===== src/rtl/bsq_pkg.sv =====
package bsq_pkg;
    localparam int BEAT_W = 3;
    localparam int OFS_W  = 3;
    localparam int BL4_LOG = 2;

    typedef enum logic { BLEN_4 = 1'b0, BLEN_8 = 1'b1 } blen_e;
    typedef enum logic { ORD_SEQ = 1'b0, ORD_ILV = 1'b1 } order_e;
endpackage


===== src/rtl/bsq_last_det.sv =====
module bsq_last_det
    import bsq_pkg::*;
(
    input  logic              active_i,
    input  blen_e             blen_i,
    input  logic [BEAT_W-1:0] cnt_i,
    output logic              last_o
);
    logic [BEAT_W-1:0] final_idx;

    always_comb begin
        final_idx = (blen_i == BLEN_8) ? BEAT_W'(7) : BEAT_W'(3);
        last_o    = active_i && (cnt_i == final_idx);
    end
endmodule


===== src/rtl/bsq_lane_mix.sv =====
module bsq_lane_mix
    import bsq_pkg::*;
#(
    parameter int COL_W = 10
) (
    input  logic [COL_W-1:0]  base_i,
    input  logic [BEAT_W-1:0] cnt_i,
    input  blen_e             blen_i,
    input  order_e            order_i,
    output logic [COL_W-1:0]  col_o
);
    logic [OFS_W-1:0] ofs_sum;
    logic [OFS_W-1:0] ofs_out;

    assign ofs_sum = base_i[OFS_W-1:0] + OFS_W'(cnt_i);

    for (genvar k = 0; k < OFS_W; k++) begin : g_bit
        if (k < BL4_LOG) begin : g_always_in
            assign ofs_out[k] = (order_i == ORD_ILV) ? (base_i[k] ^ cnt_i[k]) : ofs_sum[k];
        end else begin : g_bl8_only
            logic in_blk;
            assign in_blk     = (blen_i == BLEN_8);
            assign ofs_out[k] = !in_blk ? base_i[k]
                              : ((order_i == ORD_ILV) ? (base_i[k] ^ cnt_i[k]) : ofs_sum[k]);
        end
    end

    assign col_o = {base_i[COL_W-1:OFS_W], ofs_out};
endmodule


===== src/rtl/bsq_ctrl.sv =====
module bsq_ctrl
    import bsq_pkg::*;
#(
    parameter int COL_W = 10
) (
    input  logic              clk,
    input  logic              rst,
    input  logic              start_i,
    input  logic [COL_W-1:0]  start_col_i,
    input  logic              bl8_i,
    input  logic              ilv_i,
    input  logic              rdy_i,
    input  logic              last_i,
    output logic              active_o,
    output logic [BEAT_W-1:0] cnt_o,
    output logic [COL_W-1:0]  base_o,
    output blen_e             blen_o,
    output order_e            order_o
);
    typedef struct packed {
        logic              active;
        blen_e             blen;
        order_e            order;
        logic [BEAT_W-1:0] cnt;
        logic [COL_W-1:0]  base;
    } state_t;

    state_t st_d, st_q;

    always_comb begin
        st_d = st_q;
        if (!st_q.active) begin
            if (start_i) begin
                st_d.active = 1'b1;
                st_d.cnt    = '0;
                st_d.base   = start_col_i;
                st_d.blen   = blen_e'(bl8_i);
                st_d.order  = order_e'(ilv_i);
            end
        end else if (rdy_i) begin
            if (last_i) begin
                st_d.active = 1'b0;
                st_d.cnt    = '0;
            end else begin
                st_d.cnt = st_q.cnt + BEAT_W'(1);
            end
        end
    end

    always_ff @(posedge clk) begin
        if (rst) st_q <= '0;
        else     st_q <= st_d;
    end

    assign active_o = st_q.active;
    assign cnt_o    = st_q.cnt;
    assign base_o   = st_q.base;
    assign blen_o   = st_q.blen;
    assign order_o  = st_q.order;
endmodule


===== src/rtl/bsq_burst_seq.sv =====
module bsq_burst_seq
    import bsq_pkg::*;
#(
    parameter int COL_W = 10
) (
    input  logic             clk,
    input  logic             rst,
    input  logic             start_i,
    input  logic [COL_W-1:0] start_col_i,
    input  logic             bl8_i,
    input  logic             ilv_i,
    input  logic             rdy_i,
    output logic [COL_W-1:0] col_o,
    output logic             vld_o,
    output logic [2:0]       beat_o,
    output logic             last_o
);
    logic              active_w;
    logic [BEAT_W-1:0] cnt_w;
    logic [COL_W-1:0]  base_w;
    blen_e             blen_w;
    order_e            order_w;
    logic              last_w;

    bsq_ctrl #(.COL_W(COL_W)) u_ctrl (
        .clk         (clk),
        .rst         (rst),
        .start_i     (start_i),
        .start_col_i (start_col_i),
        .bl8_i       (bl8_i),
        .ilv_i       (ilv_i),
        .rdy_i       (rdy_i),
        .last_i      (last_w),
        .active_o    (active_w),
        .cnt_o       (cnt_w),
        .base_o      (base_w),
        .blen_o      (blen_w),
        .order_o     (order_w)
    );

    bsq_last_det u_last (
        .active_i (active_w),
        .blen_i   (blen_w),
        .cnt_i    (cnt_w),
        .last_o   (last_w)
    );

    bsq_lane_mix #(.COL_W(COL_W)) u_mix (
        .base_i  (base_w),
        .cnt_i   (cnt_w),
        .blen_i  (blen_w),
        .order_i (order_w),
        .col_o   (col_o)
    );

    assign vld_o  = active_w;
    assign beat_o = 3'(cnt_w);
    assign last_o = last_w;
endmodule


===== config.mk =====
export PLATFORM = sky130hd
export DESIGN_NAME = bsq_burst_seq
export DESIGN_NICKNAME = d
export VERILOG_FILES = /design/src/rtl/bsq_pkg.sv /design/src/rtl/bsq_last_det.sv /design/src/rtl/bsq_lane_mix.sv /design/src/rtl/bsq_ctrl.sv /design/src/rtl/bsq_burst_seq.sv
export SDC_FILE = /design/constraint.sdc
export NUM_CORES = 1
export LEC_CHECK = 0
export BUFFER_PORTS_ARGS = -buffer_cell sky130_fd_sc_hd__buf_2
export CAP_MARGIN = 20
export CORE_MARGIN = 1.5
export CORE_UTILIZATION = 30
export DETAILED_ROUTE_END_ITERATION = 12
export SLEW_MARGIN = 30
export SYNTH_ARGS = -nofsm -noshare
export SYNTH_HDL_FRONTEND = slang
export SYNTH_SLANG_ARGS = --single-unit

===== constraint.sdc =====
create_clock -name clk -period 1.4 [get_ports clk]
set_input_delay 0.07 -clock clk [delete_from_list [all_inputs] [get_ports clk]]
set_output_delay 0.07 -clock clk [all_outputs]
set_load 0.05 [all_outputs]

-- After elaboration in Yosys (flattened, before gate mapping)
Index checks and enable logic that the tools add are counted.
W data, S select, Z words.
- flip-flop bits (word level): 16
- output and inout port bits: 15
- logic and storage cells: 29
- $add $sub $neg: 2
- eq/ne operators: 2
- mux-type cells: 12
- bitwise gates (word level): 4
- reductions and logical operators: 4
- operators with widths (kind ; count):
    $mux W16 ; 1
    $mux W3 ; 4
    $mux W1 ; 7
    $reduce_and A2 Y1 ; 2
    $add A3 B1 Y3 const B ; 1
    $add A3 B3 Y3 ; 1
    $eq A3 B3 Y1 ; 1
    $xor A1 B1 Y1 ; 3
    $ne A2 B2 Y1 const B ; 1
    $reduce_bool A2 Y1 ; 1
    $logic_and A1 B1 Y1 ; 1
    $not A1 Y1 ; 1

-- Depth between registers and ports, before layout
- word-level depth: 6
- depth in mapped cells: 5
- gate-level depth less buffers: 5

-- By module
From an unflattened synthesis, not the netlist that was laid out.
- cells, all modules: 93
- area total of the unflattened synthesis: 785.8 µm²
- by module, submodules not included (module ; times used ; cells each ; area each (µm²) ; sequential area each (µm²)):
    bsq_ctrl ; 1 ; 74 ; 615.6 ; 320.3
    bsq_lane_mix ; 1 ; 16 ; 152.6 ; 0.0
    bsq_last_det ; 1 ; 3 ; 17.5 ; 0.0

-- Least setup slack after synthesis
Ideal clock, no wire load.
- kind: register to output
- start: reg u_ctrl.st_q, in the netlist u_ctrl.cnt_o[0]
- end: out col_o[2]
- arrival: 2207 ps
- required time: 1330 ps
- setup slack: -877 ps
- stages on the path, launching flop included: 6
- path buffers: 0
- cells stage by stage: dfxtp_1 ha_1 fa_1 nor2b_1 mux2i_1 xor2_1
- longest elaborated chain between the ends: 3
- ends and longest elaborated chain (what ; RTL line ; source):
    from (decl) ; bsq_ctrl.sv:28 ; state_t st_d, st_q;
    from (signal assigned) ; bsq_ctrl.sv:52 ; else st_q <= st_d;
    $add A3 B3 Y3 ; bsq_lane_mix.sv:15 ; assign ofs_sum = base_i[OFS_W-1:0] + OFS_W'(cnt_i);
    $mux W1 ; bsq_lane_mix.sv:24 ; : ((order_i == ORD_ILV) ? (base_i[k] ^ cnt_i[k]) : ofs_sum[k]);
    $mux W1 ; bsq_lane_mix.sv:23 ; assign ofs_out[k] = !in_blk ? base_i[k]
    to (decl) ; bsq_burst_seq.sv:13 ; output logic [COL_W-1:0] col_o,
Every way passes these cells.

-- Worst setup path after layout
Same ends and word-level chain as after synthesis.

==> results.cfg <==
[layout]
ant_diodes = 0
final-instance-count-excl-fill = 150
finalNetCount = 141
stdcell_area_um2 = 1050
final_layout_size_suffix_gt1_frac = 0.425
synthToLayoutAreaGrowth_pct = 38.1

[global_route]
grt_first_pass_wirelength_um = 2750
gr-total-overflow = 0
vias_in_the_first_global_route = 609
grt_start_max_net_pins = 19
grt.total_usage = 0.133
antenna_found_initial = 0

[setup_path]
timing.critical_path.slowest_stage_cell = dfxtp_4
worst_path_largest_cell_delay_ns = 0.36
worst-r2r-setup-slack_ns = 0.15
worst_r2r_startpoint = u_ctrl.cnt_o[0]$_SDFFE_PP0P_
worst_setup_path_start_kind = flip-flop
worst-endpoint-required_ns = 1.33
path_cells = ha_4, fa_2, nor2b_4, mux2i_4, xor2_4, buf_6
worst_r2r_endpoint = u_ctrl.cnt_o[1]$_SDFFE_PP0P_
crit_end = col_o[2]
worst-endpoint-arrival_ns = 1.81
timing_worst_setup_path_type = reg2out
crit_path_start = u_ctrl.cnt_o[0]$_SDFFE_PP0P_
crit_path_max_fanout = 2
worstSetupEndpointType = output port
r2r.worst_path.cells = 4

[detailed_routing]
route.layer.met1.wl_um = 876
initialDrtViolationCount = 10
drt-pass1-iter-count = 4
met3_length_um = 91
num_vias = 673
wl_met2_um = 821
drt-vias-per-instance = 4.49
drt-total-wl_um = 1790
routed_wire_length_per_instance_um = 11.9
maxUsedRoutingLayer = met3
detail-route-antenna-nets = 0
drc = 0

[synth]
synth_cell_type_count = 24
synth.yosys.seq_area_share = 0.422
yosys_warnings = 0
number_of_flip_flops_and_latches_in_the_synthesized_netlist = 16
postSynthNetCount = 110
synth.cell_area_um2 = 759
post_synth.cell_area_avg_um2 = 8.44
synthesis.instances = 90

[sta]
timing.final.ws_setup_ns = -0.475
post-route-period-util = 1.34
grt_setup_unrepaired = true
max_clock_freq_ghz = 0.533
hold-worst-slack_ns = 0.0150
max_slew_margin = 0.763
worst_slew_pin_slew_ns = 0.355
finalHoldViolations = 0
final.setup_skew_ns = 0.00365
finalSetupViolations = 2
layout_min_cycle_time_ns = 1.88
drv_slew = 0

[hold_path]
worstHoldPathType = in2reg

[die]
die_height_um = 53.3
floorplan.die_area_um2 = 2840
top_level_ports = 31
design.core.area_um2 = 2430
row_count = 18
initial_core_util = 0.312
dieWidth_um = 53.3

[place]
placed_cells = 145
dp_hpwl_um = 1250
weighted_congestion_at_the_end_of_routability_driven_global_placement = 0.765
dpl-instance-area_um2 = 980
port-buffer-count = 30
dp_worst_setup_slack_ns = -0.257

[power]
post-layout-total-power_mw = 0.971
power.ir.vdd_worst_v = 0.000472
power.density_nw_per_um2 = 926
power.leakage_nw = 0.463

[cts]
ctsRootBufferMaster = clkbuf_4
clk_pin_slew_ns = 0.09
clock-sinks = 16
numCtsBuffers = 3
insertion_delay_ns = 0.28
clock_tree.buffer_depth = 2
cts_tree = done
h_tree_levels = 1

[flow_run]
drv_cap = 0

[run_status]
status = finished, violations left
violated_checks = setup timing
metal layers:
layer	track usage	vias up
met2	0.206	20
met4	0.0385	0
met5	0	-
li1	-	351
met1	0.184	302
met3	0.0282	0
power breakdown:
group | total (mW) | internal, mW | switching [mW]
registers | 0.498 | 0.478 | 0.0198
clock network | 0.248 | 0.110 | 0.137
logic | 0.226 | 0.0771 | 0.148
total | 0.971 | 0.666 | 0.306
per-stage QoR:
stage	utilization	setup TNS, ns
2_1_floorplan	-	-0.337
3_3_place_gp	0.403	-0.275
3_5_place_dp	0.403	-0.318
4_1_cts	0.427	-0.801
5_1_grt	0.431	-0.908
6_report	0.431	-0.774
cells in the final DEF, fill, tap and decap left out, drive strengths merged, types with 2 or more instances in the layout:
cell	netlist	routed
nand3	2	2
nand2b	2	2
clkbuf	1	4
o41ai	2	2
ha	3	3
dfxtp	16	16
nand2	26	26
a21oi	13	13
buf	10	36
nand4b	2	2
nor2b	2	2
state kept, by name, indices dropped and copies added (netlist names):
signal	count
u_ctrl.cnt_o	3
u_ctrl.blen_o	1
u_ctrl.active_o	1
u_ctrl.order_o	1
u_ctrl.base_o	10
critical path: cells and delay by family (launching register included):
kind,cells,cell delay [ns]
XOR/XNOR,1,0.16
adder cells (fa/ha/maj),2,0.48
buffers and inverters,1,0.17
flip-flops,1,0.36
multiplexers,1,0.21
AND/OR/NAND/NOR,1,0.14
worst min path at each step:
| stage | cells after the start | endpoint | slack, ns | start |
|---|---|---|---|---|
| global placement | 2 | u_ctrl.active_o$_SDFF_PP0_ | 0.31 | rdy_i |
| detailed placement | 2 | u_ctrl.active_o$_SDFF_PP0_ | 0.31 | rdy_i |
| global route | 2 | u_ctrl.active_o$_SDFF_PP0_ | 0.01 | rdy_i |
| floorplan | 1 | u_ctrl.active_o$_SDFF_PP0_ | 0.19 | rdy_i |
| CTS | 2 | u_ctrl.active_o$_SDFF_PP0_ | 0.002 | rdy_i |
| finish | 2 | u_ctrl.active_o$_SDFF_PP0_ | 0.01 | rdy_i |
cell type report:
type                            count  area (um2)
Fill cell                         263        1380
Multi-Input combinational cell     62         429
Sequential cell                    16         328
Timing Repair Buffer               37         224
Tap cell                           30        37.5
Clock buffer                        4        26.3
Inverter                            1        3.75
cells by family after synthesis:
kind of cell,count (synthesis),synth area share
AO/OA/AOI/OAI,16,0.120
XOR/XNOR,2,0.0231
adder cells (fa/ha/maj),4,0.0758
buffers and inverters,12,0.100
flip-flops,16,0.422
multiplexers,2,0.0280
AND/OR/NAND/NOR,38,0.231
repair_timing:
| item | in CTS | in global routing |
|---|---|---|
| setup buffers | 0 | 0 |
| pin swaps | 1 | 0 |
| hold endpoints to repair | 1 | 0 |
| endpoints found under the setup margin | 3 | 3 |
| hold buffers | 1 | 0 |
| gates resized for setup | 8 | 1 |
synth_stat cells:
library cell	number	area, um2
o41ai_1	2	17.5
and3_1	1	6.26
fa_1	1	20.0
buf_4	8	60.1
xnor2_1	1	8.76
inv_1	1	3.75
mux2_1	1	11.3
or2_0	1	6.26
nand3_1	2	10.0
xor2_1	1	8.76
and2_4	1	8.76
buf_2	1	5.00
dfxtp_1	16	320
mux2i_1	1	10.0
nand2_1	26	97.6
buf_1	1	3.75
nor2_1	1	3.75
nor2b_1	2	12.5
ha_1	3	37.5
clkbuf_1	1	3.75
nand2b_1	2	12.5
a21oi_1	13	65.1
a311oi_1	1	8.76
nand4b_1	2	17.5
(Power assumes the default switching activity.)
